## src/rtl/mir_clk_pkg.sv

```systemverilog
// Package: shared constants and types for the medium-rate infrared bit clock.
// Assumes a three-entry period list in every rate mode.
package mir_clk_pkg;
    localparam int NUM_PHASES = 3;
    localparam int PHASE_W    = $clog2(NUM_PHASES);

    typedef logic [PHASE_W-1:0] phase_t;

    // Next index in the repeating period list.
    function automatic phase_t next_phase(input phase_t cur);
        return (int'(cur) == NUM_PHASES - 1) ? phase_t'(0) : phase_t'(cur + 1'b1);
    endfunction
endpackage

```

## src/rtl/mir_phase_seq.sv

```systemverilog
// Module: holds the position in the repeating period-length list and
// returns the length of the current bit for the selected rate.
// Assumes: rate_slow is stable while timing runs; clear wins over restart,
// and restart wins over advance.
module mir_phase_seq
    import mir_clk_pkg::*;
#(
    parameter int                    CNT_W      = 7,
    parameter int                    FAST_BASE  = 41,
    parameter logic [NUM_PHASES-1:0] FAST_EXTRA = 3'b101,
    parameter int                    SLOW_BASE  = 83,
    parameter logic [NUM_PHASES-1:0] SLOW_EXTRA = 3'b001
) (
    input  logic             clk,
    input  logic             rst_n,
    input  logic             clear,
    input  logic             restart,
    input  logic             advance,
    input  logic             rate_slow,
    output phase_t           phase,
    output logic [CNT_W-1:0] period_len
);
    logic [CNT_W-1:0] fast_len [NUM_PHASES];
    logic [CNT_W-1:0] slow_len [NUM_PHASES];

    // Build the per-entry length tables from base length plus extra-clock mask.
    for (genvar g = 0; g < NUM_PHASES; g++) begin : g_len
        assign fast_len[g] = CNT_W'(FAST_BASE + int'(FAST_EXTRA[g]));
        assign slow_len[g] = CNT_W'(SLOW_BASE + int'(SLOW_EXTRA[g]));
    end

    // Select the current bit length for the chosen rate.
    always_comb begin
        period_len = rate_slow ? slow_len[phase] : fast_len[phase];
    end

    // Step the list position; return to the first entry on clear or restart.
    always_ff @(posedge clk) begin
        if (!rst_n || clear || restart) begin
            phase <= '0;
        end else if (advance) begin
            phase <= next_phase(phase);
        end
    end

    // the list position never leaves the valid range.
    p_phase_valid_r2: assert property (@(posedge clk) disable iff (!rst_n)
        int'(phase) < NUM_PHASES);

    // the position only moves on a bit wrap.
    p_phase_hold_r2: assert property (@(posedge clk) disable iff (!rst_n)
        (!clear && !restart && !advance) |=> $stable(phase));

    // an anchor returns the list to its first entry.
    p_phase_restart_r8: assert property (@(posedge clk) disable iff (!rst_n)
        restart |=> (phase == '0));
endmodule

```

## src/rtl/mir_bit_timer.sv

```systemverilog
// Module: counts clocks within the current bit and tracks whether timing runs.
// Assumes period_len is at least 2 and is stable within a bit.
// Priority of controls: disable, then stop, then anchor, then counting.
module mir_bit_timer #(
    parameter int CNT_W = 7
) (
    input  logic             clk,
    input  logic             rst_n,
    input  logic             enable,
    input  logic             anchor,
    input  logic             stop,
    input  logic [CNT_W-1:0] period_len,
    output logic             active,
    output logic [CNT_W-1:0] cnt,
    output logic             wrap
);
    logic last_clk;

    // Flag the final clock of the current bit.
    always_comb begin
        last_clk = (cnt == (period_len - 1'b1));
        wrap     = active && last_clk;
    end

    // Run the in-bit counter and the running flag.
    always_ff @(posedge clk) begin
        if (!rst_n || !enable || stop) begin
            active <= 1'b0;
            cnt    <= '0;
        end else if (anchor) begin
            active <= 1'b1;
            cnt    <= '0;
        end else if (active) begin
            cnt <= last_clk ? '0 : cnt + 1'b1;
        end
    end

    // dropping enable forces idle with the counter cleared.
    p_disable_idle_r1: assert property (@(posedge clk) disable iff (!rst_n)
        !enable |=> (!active && cnt == '0));

    // an accepted anchor starts a bit at offset zero.
    p_anchor_start_r4: assert property (@(posedge clk) disable iff (!rst_n)
        (enable && anchor && !stop) |=> (active && cnt == '0));

    // stop halts timing on the next cycle.
    p_stop_halt_r7: assert property (@(posedge clk) disable iff (!rst_n)
        (enable && stop) |=> !active);

    // the counter stays inside the current bit length.
    p_cnt_in_period_r2: assert property (@(posedge clk) disable iff (!rst_n)
        active |-> (cnt < period_len));

    // after the final clock a new bit starts at offset zero.
    p_wrap_restart_r2: assert property (@(posedge clk) disable iff (!rst_n)
        (wrap && enable && !stop && !anchor) |=> (active && cnt == '0));
endmodule

```

## src/rtl/mir_pulse_gen.sv

```systemverilog
// Module: decodes the in-bit offset into the transmit boundary strobe,
// the quarter-width infrared pulse gate and the receive mid-bit strobe.
// Assumes tx_bit is valid in the cycle of each bit boundary (offset 0).
module mir_pulse_gen #(
    parameter int CNT_W   = 7,
    parameter int FAST_PW = 10,
    parameter int SLOW_PW = 21
) (
    input  logic             clk,
    input  logic             rst_n,
    input  logic             active,
    input  logic             tx_mode,
    input  logic             rate_slow,
    input  logic [CNT_W-1:0] cnt,
    input  logic [CNT_W-1:0] period_len,
    input  logic             tx_bit,
    output logic             bit_strobe,
    output logic             ir_pulse,
    output logic             sample_strobe
);
    localparam logic [CNT_W-1:0] FAST_PW_C = CNT_W'(FAST_PW);
    localparam logic [CNT_W-1:0] SLOW_PW_C = CNT_W'(SLOW_PW);

    logic             at_boundary;
    logic             zero_now;
    logic             zero_q;
    logic [CNT_W-1:0] pw_len;

    // Decode the boundary, the bit value for this bit, and the pulse length.
    always_comb begin
        at_boundary = active && (cnt == '0);
        zero_now    = at_boundary ? !tx_bit : zero_q;
        pw_len      = rate_slow ? SLOW_PW_C : FAST_PW_C;
    end

    // Hold the zero-bit flag captured at the boundary for the rest of the bit.
    always_ff @(posedge clk) begin
        if (!rst_n || !active) begin
            zero_q <= 1'b0;
        end else begin
            zero_q <= zero_now;
        end
    end

    // Drive the three timing outputs for the selected direction.
    always_comb begin
        bit_strobe    = tx_mode && at_boundary;
        ir_pulse      = tx_mode && active && zero_now && (cnt < pw_len);
        sample_strobe = !tx_mode && active && (cnt == (period_len >> 1));
    end

    // a pulse can only begin at a bit boundary.
    p_pulse_rise_boundary_r5: assert property (@(posedge clk) disable iff (!rst_n)
        $rose(ir_pulse) |-> bit_strobe);

    // no pulse extends past the pulse width.
    p_pulse_width_r5: assert property (@(posedge clk) disable iff (!rst_n)
        ir_pulse |-> (cnt < pw_len));

    // receive mode never drives transmit outputs.
    p_rx_quiet_tx_r6: assert property (@(posedge clk) disable iff (!rst_n)
        !tx_mode |-> (!bit_strobe && !ir_pulse));
endmodule

```

## src/rtl/mir_bit_clock.sv

```systemverilog
// Module: top of the medium-rate infrared bit clock generator.
// Builds a fractional bit period from a repeating list of whole-clock lengths,
// anchored on the first start flag and halted at the stop flag.
// Assumes a 48 MHz clock and single-cycle anchor and stop pulses.
module mir_bit_clock
    import mir_clk_pkg::*;
#(
    parameter int                    FAST_BASE  = 41,
    parameter logic [NUM_PHASES-1:0] FAST_EXTRA = 3'b101,
    parameter int                    SLOW_BASE  = 83,
    parameter logic [NUM_PHASES-1:0] SLOW_EXTRA = 3'b001,
    parameter int                    FAST_PW    = 10,
    parameter int                    SLOW_PW    = 21
) (
    input  logic clk,
    input  logic rst_n,
    input  logic enable,
    input  logic rate_slow,
    input  logic tx_mode,
    input  logic frame_anchor,
    input  logic frame_stop,
    input  logic tx_bit,
    output logic active,
    output logic bit_strobe,
    output logic ir_pulse,
    output logic sample_strobe
);
    localparam int MAX_LEN = ((SLOW_BASE > FAST_BASE) ? SLOW_BASE : FAST_BASE) + 1;
    localparam int CNT_W   = $clog2(MAX_LEN + 1);

    phase_t           phase;
    logic [CNT_W-1:0] period_len;
    logic [CNT_W-1:0] cnt;
    logic             wrap;
    logic             seq_clear;

    // Return the period list to the start when idle is forced.
    always_comb begin
        seq_clear = !enable || frame_stop;
    end

    mir_phase_seq #(
        .CNT_W      (CNT_W),
        .FAST_BASE  (FAST_BASE),
        .FAST_EXTRA (FAST_EXTRA),
        .SLOW_BASE  (SLOW_BASE),
        .SLOW_EXTRA (SLOW_EXTRA)
    ) u_seq (
        .clk        (clk),
        .rst_n      (rst_n),
        .clear      (seq_clear),
        .restart    (frame_anchor),
        .advance    (wrap),
        .rate_slow  (rate_slow),
        .phase      (phase),
        .period_len (period_len)
    );

    mir_bit_timer #(
        .CNT_W (CNT_W)
    ) u_timer (
        .clk        (clk),
        .rst_n      (rst_n),
        .enable     (enable),
        .anchor     (frame_anchor),
        .stop       (frame_stop),
        .period_len (period_len),
        .active     (active),
        .cnt        (cnt),
        .wrap       (wrap)
    );

    mir_pulse_gen #(
        .CNT_W   (CNT_W),
        .FAST_PW (FAST_PW),
        .SLOW_PW (SLOW_PW)
    ) u_pulse (
        .clk           (clk),
        .rst_n         (rst_n),
        .active        (active),
        .tx_mode       (tx_mode),
        .rate_slow     (rate_slow),
        .cnt           (cnt),
        .period_len    (period_len),
        .tx_bit        (tx_bit),
        .bit_strobe    (bit_strobe),
        .ir_pulse      (ir_pulse),
        .sample_strobe (sample_strobe)
    );

    // outputs stay quiet whenever timing is not running.
    p_idle_quiet_r9: assert property (@(posedge clk) disable iff (!rst_n)
        !active |-> (!bit_strobe && !ir_pulse && !sample_strobe));

    // stop wins over a simultaneous anchor.
    p_stop_over_anchor_r7: assert property (@(posedge clk) disable iff (!rst_n)
        (frame_stop && frame_anchor) |=> !active);

    // re-anchoring while running restarts at the first list entry.
    p_resync_r8: assert property (@(posedge clk) disable iff (!rst_n)
        (enable && active && frame_anchor && !frame_stop) |=> (phase == '0 && cnt == '0));
endmodule

```

## config.mk

```make
export PLATFORM = sky130hd
export DESIGN_NAME = mir_bit_clock
export DESIGN_NICKNAME = d
export VERILOG_FILES = /design/src/rtl/mir_clk_pkg.sv /design/src/rtl/mir_phase_seq.sv /design/src/rtl/mir_bit_timer.sv /design/src/rtl/mir_pulse_gen.sv /design/src/rtl/mir_bit_clock.sv
export SDC_FILE = /design/constraint.sdc
export NUM_CORES = 1
export LEC_CHECK = 0
export BUFFER_PORTS_ARGS = -buffer_cell sky130_fd_sc_hd__buf_2
export CAP_MARGIN = 10
export CORE_MARGIN = 2
export CORE_UTILIZATION = 55
export DETAILED_ROUTE_END_ITERATION = 10
export MAX_ROUTING_LAYER = met4
export PLACE_DENSITY = 0.76
export SYNTH_ARGS = -nofsm -noshare
export SYNTH_HDL_FRONTEND = slang
export SYNTH_HIERARCHICAL = 1
export SYNTH_SLANG_ARGS = --single-unit
```

## constraint.sdc

```tcl
create_clock -name clk -period 3.2 [get_ports clk]
set_clock_uncertainty 0.15 [all_clocks]
set_input_delay 0.64 -clock clk [delete_from_list [all_inputs] [get_ports clk]]
set_output_delay 0.64 -clock clk [all_outputs]
set_load 0.03 [all_outputs]
```

# Yosys cells after proc, flatten, opt, wreduce, memory -nomap -nowiden
# Index checks and enable logic that the tools add are counted.
dict set report totals {
  regBits 11
  input_bits 8
  out_inout_bits 4
  wordCells 45
}
dict set report op_classes {
  addsub 3
  n_lt_le_gt_ge 2
  n_eq_ne 3
  muxes 11
  bitwise_logic 1
  reduce_logical 21
}
# cell n
set ops {}
lappend ops {{$mux 7} 6}
lappend ops {{$bmux 7 s2} 2}
lappend ops {{$logic_and 1x1->1} 8}
lappend ops {{$add 7x1->7 const B} 1}
lappend ops {{$eq 7x6->1} 1}
lappend ops {{$eq 7x7->1} 1}
lappend ops {{$logic_not 7->1} 1}
lappend ops {{$lt 7x7->1} 1}
lappend ops {{$sub 7x1->7 const B} 1}
lappend ops {{$logic_or 1x1->1} 6}
lappend ops {{$logic_not 1->1} 5}
lappend ops {{$mux 5} 1}
lappend ops {{$ge 3x3->1 const B} 1}
lappend ops {{$not 2->3} 1}
lappend ops {{$add 2x1->2 const B} 1}
lappend ops {{$eq 2x2->1 const B} 1}
lappend ops {{$mux 2} 1}
lappend ops {{$reduce_or 2->1} 1}
lappend ops {{$mux 1} 1}

# Depth between registers and ports, before layout
dict set report depth {
  word_depth 8
  depth_mapped 12
  ltp_nobuf 12
}

# By module
# The synthesis kept the hierarchy.
# module instances cells_per_inst area_per_inst_um2 seq_area_each_um2
set by_module_without_submodules {}
lappend by_module_without_submodules {mir_bit_timer 1 68 594.3 160.2}
lappend by_module_without_submodules {mir_pulse_gen 1 33 264.0 20.0}
lappend by_module_without_submodules {mir_phase_seq 1 24 198.9 40.0}
lappend by_module_without_submodules {mir_bit_clock 1 1 6.3 0.0}

# Worst setup path after synthesis
# OpenSTA, ideal clock, no wires.
dict set report synth_timing {
  path_type {input to output}
  from {input port rate_slow}
  to {output port sample_strobe}
  t_arrival_ns 2.182
  t_required_ns 2.410
  slack_ns 0.228
  stages 4
  n_path_buf 0
  path_cell_list {nor2b_1 -> xor2_1 -> or4b_1 -> nor4_2}
}
dict set report synth_via {
  elab_chain_len 3
}
# item line
set synth_lines {}
lappend synth_lines {{start, declared} mir_bit_clock.sv:18} ;# input logic rate_slow,
lappend synth_lines {{$mux 7} mir_phase_seq.sv:34} ;# period_len = rate_slow ? slow_len[phase] : fast_len[phase];
lappend synth_lines {{$eq 7x6->1} mir_pulse_gen.sv:49} ;# sample_strobe = !tx_mode && active && (cnt == (period_len >> 1));
lappend synth_lines {{$logic_and 1x1->1} mir_pulse_gen.sv:49}
lappend synth_lines {{end, declared} mir_bit_clock.sv:26} ;# output logic sample_strobe
# Every way passes these cells.

# Worst setup path after layout
dict set report layout_timing {
  from {input port rate_slow}
  to {output port sample_strobe}
}
dict set report layout_via {
  elab_chain_len 3
}
# item line
set layout_lines {}
lappend layout_lines {{$mux 7} mir_phase_seq.sv:34}
lappend layout_lines {{named net period_len[4]} mir_bit_clock.sv:32} ;# logic [CNT_W-1:0] period_len;
lappend layout_lines {{$eq 7x6->1} mir_pulse_gen.sv:49}
lappend layout_lines {{$logic_and 1x1->1} mir_pulse_gen.sv:49}
# The timed path passes the listed nets, and every way through them passes these cells.

==> flow_summary.toml <==
[logic_synthesis]
yosysTopAreaCell = "dfxtp_1"
synthTopCellsByCount = "nor2_1, dfxtp_1, ha_1, nor4_1, xnor2_1"
synth_area_um2 = 1060
synthArstFlopShare_pct = 0
synth_ff_type = "dfxtp_1"
seq_area_frac_synth_pct = 20.7
ys_ff_latch = 11
synth.distinct_cells = 40
yosys_warnings = 6
syn_area_per_cell_um2 = 8.44
synth_area_leaders = "dfxtp_1, ha_1, xnor2_1"
postSynthCellCount = 126
synth.most_common_cell = "nor2_1"
synth_top_area_share_pct = 20.7
synth_edf_count = 0
synthesis.nets = 145

[clock_tree]
cts_buffer_depth = 2
clk_pin_slew_ps = 70
cts_inserted_buffers = 3
htree_levels = 1
cts_tree = "built"
clk_root_buffer_cell = "clkbuf_4"
clock_latency_ps = 270
cts_hold_buf = 0
cts_sinks = 11
post_cts_buffers = 0
ctsResizeCount = 0

[worst_setup_path]
worst_path_max_delay_cell = "or4b_1"
cp-start-kind = "input port"
worstPathCellList = "buf_2 -> nor2b_1 -> xor2_1 -> or4b_1 -> nor4_2 -> buf_2"
cp_common_cell = "buf_2"
cp.required_ps = 2410
crit_arrival_ps = 2230
reg2reg_to = "u_timer/cnt[4]"
cpPeakStageDelay_ps = 490
worstPathMaxFanout = 10
end_kind = "output pin"
path_class = "in2out"
r2r_slack_ps = 190
timing.rr.start = "u_seq/phase[0]"
reg2reg_depth = 9

[layout]
instances_no_fill = 169
register_area_um2 = 220
antenna_cells = 0
layout-drive-gt1-share_pct = 18.8
n_fill_cell = 168
nNetsFinal = 164
multiInputGateArea_um2 = 791
area_delta_synth_final_pct = 13.5
fin_area_um2 = 1210

[placement]
gp_congestion = 0.850
place_area_um2 = 1180
place_hpwl_um = 1790
dp_cells = 165
portBuffers = 11

[sta]
fmax_mhz = 331
tns_ps = 0
timing.hold.ws_ps = 393
final-hold-violation-count = 0
setup_viol = 0
report.final.slew_viol_count = 0
rsz0062_at_grt = "false"
period_share_pct = 94.4
relSlewSlack_pct = 70.9
period_minus_slack_ps = 3020
worst_pin_slew_ps = 435

[floorplan]
rows = 15
die-area_um2 = 2300
die_h_um = 48.0
die-width_um = 48.0
start_util_pct = 60.3
design.core.area_um2 = 1760
pin_count = 12

[global_route]
antenna_found_initial = 0
grt_pass1_wl_um = 3810
grt_start_max_net_pins = 12
gr-total-overflow = 0
track_usage_pct = 23.9
grt_pass1_vias = 953

[power]
seqPwrFrac_pct = 48.2
p_per_area_nw_per_um2 = 236
p_switching_uw = 78.4
cellInternalPower_uw = 207
worst_ir_drop_vdd_uv = 208
combPwrFrac_pct = 18.4
p_leak_nw = 0.481
clkPwrFrac_pct = 33.4
sw_frac_of_total_pct = 27.5

[flow_run]
max_cap_violations = 0

[drt]
routedWlPerCell_um = 14.0
route.vias.total = 987
finalWirelength_um = 2370
drc_errors = 0
ant_nets = 0
first_iter_violations = 14
vias_per_cell = 5.84
drt_pass1_iterations = 4

[status]
status = "complete, no violations"

[hold_path]
hold_path_end = "u_pulse/zero_q"
hold-path-cell-count = 3
hold_start = "u_pulse/zero_q"
min_path_type = "reg2reg"
-- critical path: cells and delay by family --
family        cells  cell delay (ps)
xor+xnor          1              100
buf+inv           2              400
simple gates      3             1090
-- sequential cells by signal (all words and copies together) (netlist names) --
name	count
u_timer/cnt	7
u_timer/active	1
u_seq/phase	2
u_pulse/zero_q	1
-- final cells by class --
class	instances	share of cell area (%)
Sequential cell	11	18.2
Inverter	8	2.49
Tap cell	25	2.59
Timing Repair Buffer	18	8.91
Clock buffer	3	1.87
Clock inverter	1	0.415
Multi-Input combinational cell	103	65.5
-- cell families after synthesis --
| kind of cell | after synthesis | synth area share (%) |
|---|---|---|
| adder cells (fa/ha/maj) | 11 | 12.9 |
| XOR/XNOR | 18 | 16.1 |
| AND/OR/NAND/NOR | 54 | 29.3 |
| buffers and inverters | 12 | 4.94 |
| flip-flops | 11 | 20.7 |
| AO/OA/AOI/OAI | 17 | 13.2 |
| multiplexers | 3 | 2.82 |
-- stage by stage --
stage	util (%)	setup WS [ps]	power, mW
after floorplan	-	228	0.177
after global placement	66.9	140	0.191
after detailed placement	66.9	107	0.192
after CTS	68.4	173	0.288
after global routing	68.4	15.3	0.297
final	68.4	180	0.285
-- worst max-delay path by stage --
stage	from	to	slack (ps)	cells after the start
after floorplan	rate_slow	sample_strobe	230	4
after global placement	rate_slow	u_timer/cnt[2]	140	8
after detailed placement	rate_slow	u_timer/cnt[5]	110	8
after CTS	rate_slow	sample_strobe	170	6
after global routing	u_seq/phase[0]	u_seq/phase[0]	20	12
final	rate_slow	sample_strobe	180	6
-- metal layers --
metal	part of all wire [%]	wire length, um	vias up	GRT usage, %
met5	0	0	-	-
met4	2.1	50	0	10.8
met3	3.5	83	8	1.13
met2	51	1210	28	43.2
met1	44	1030	457	26.5
li1	-	-	494	-
-- placed cells by master (no fill, tap or decap), types with 2 or more instances in the layout --
cell       n
nor2_1    12
a21oi_1    5
xnor2_1    9
inv_1      8
buf_2     11
nor3_1     3
nand3b_1   2
ha_1      11
dfxtp_1   11
buf_4      7
a31o_2     2
clkbuf_4   3
nand2_1    6
nor4_1     9
nand4_1    4
o211ai_1   2
mux2i_1    3
nand2b_1   4
nand3_1    2
xor2_1     8
o21ai_0    2
-- power by group through the flow --
stage / clock (mW) / sequential [mW] / combinational (mW)
5_1_grt: 0.102 / 0.137 / 0.0568
2_1_floorplan: 0 / 0.142 / 0.0354
6_report: 0.0954 / 0.137 / 0.0525
3_3_place_gp: 0 / 0.141 / 0.0502
3_5_place_dp: 0 / 0.141 / 0.0518
4_1_cts: 0.0981 / 0.137 / 0.0522
No activity file was read; power rests on OpenSTA's default activity.
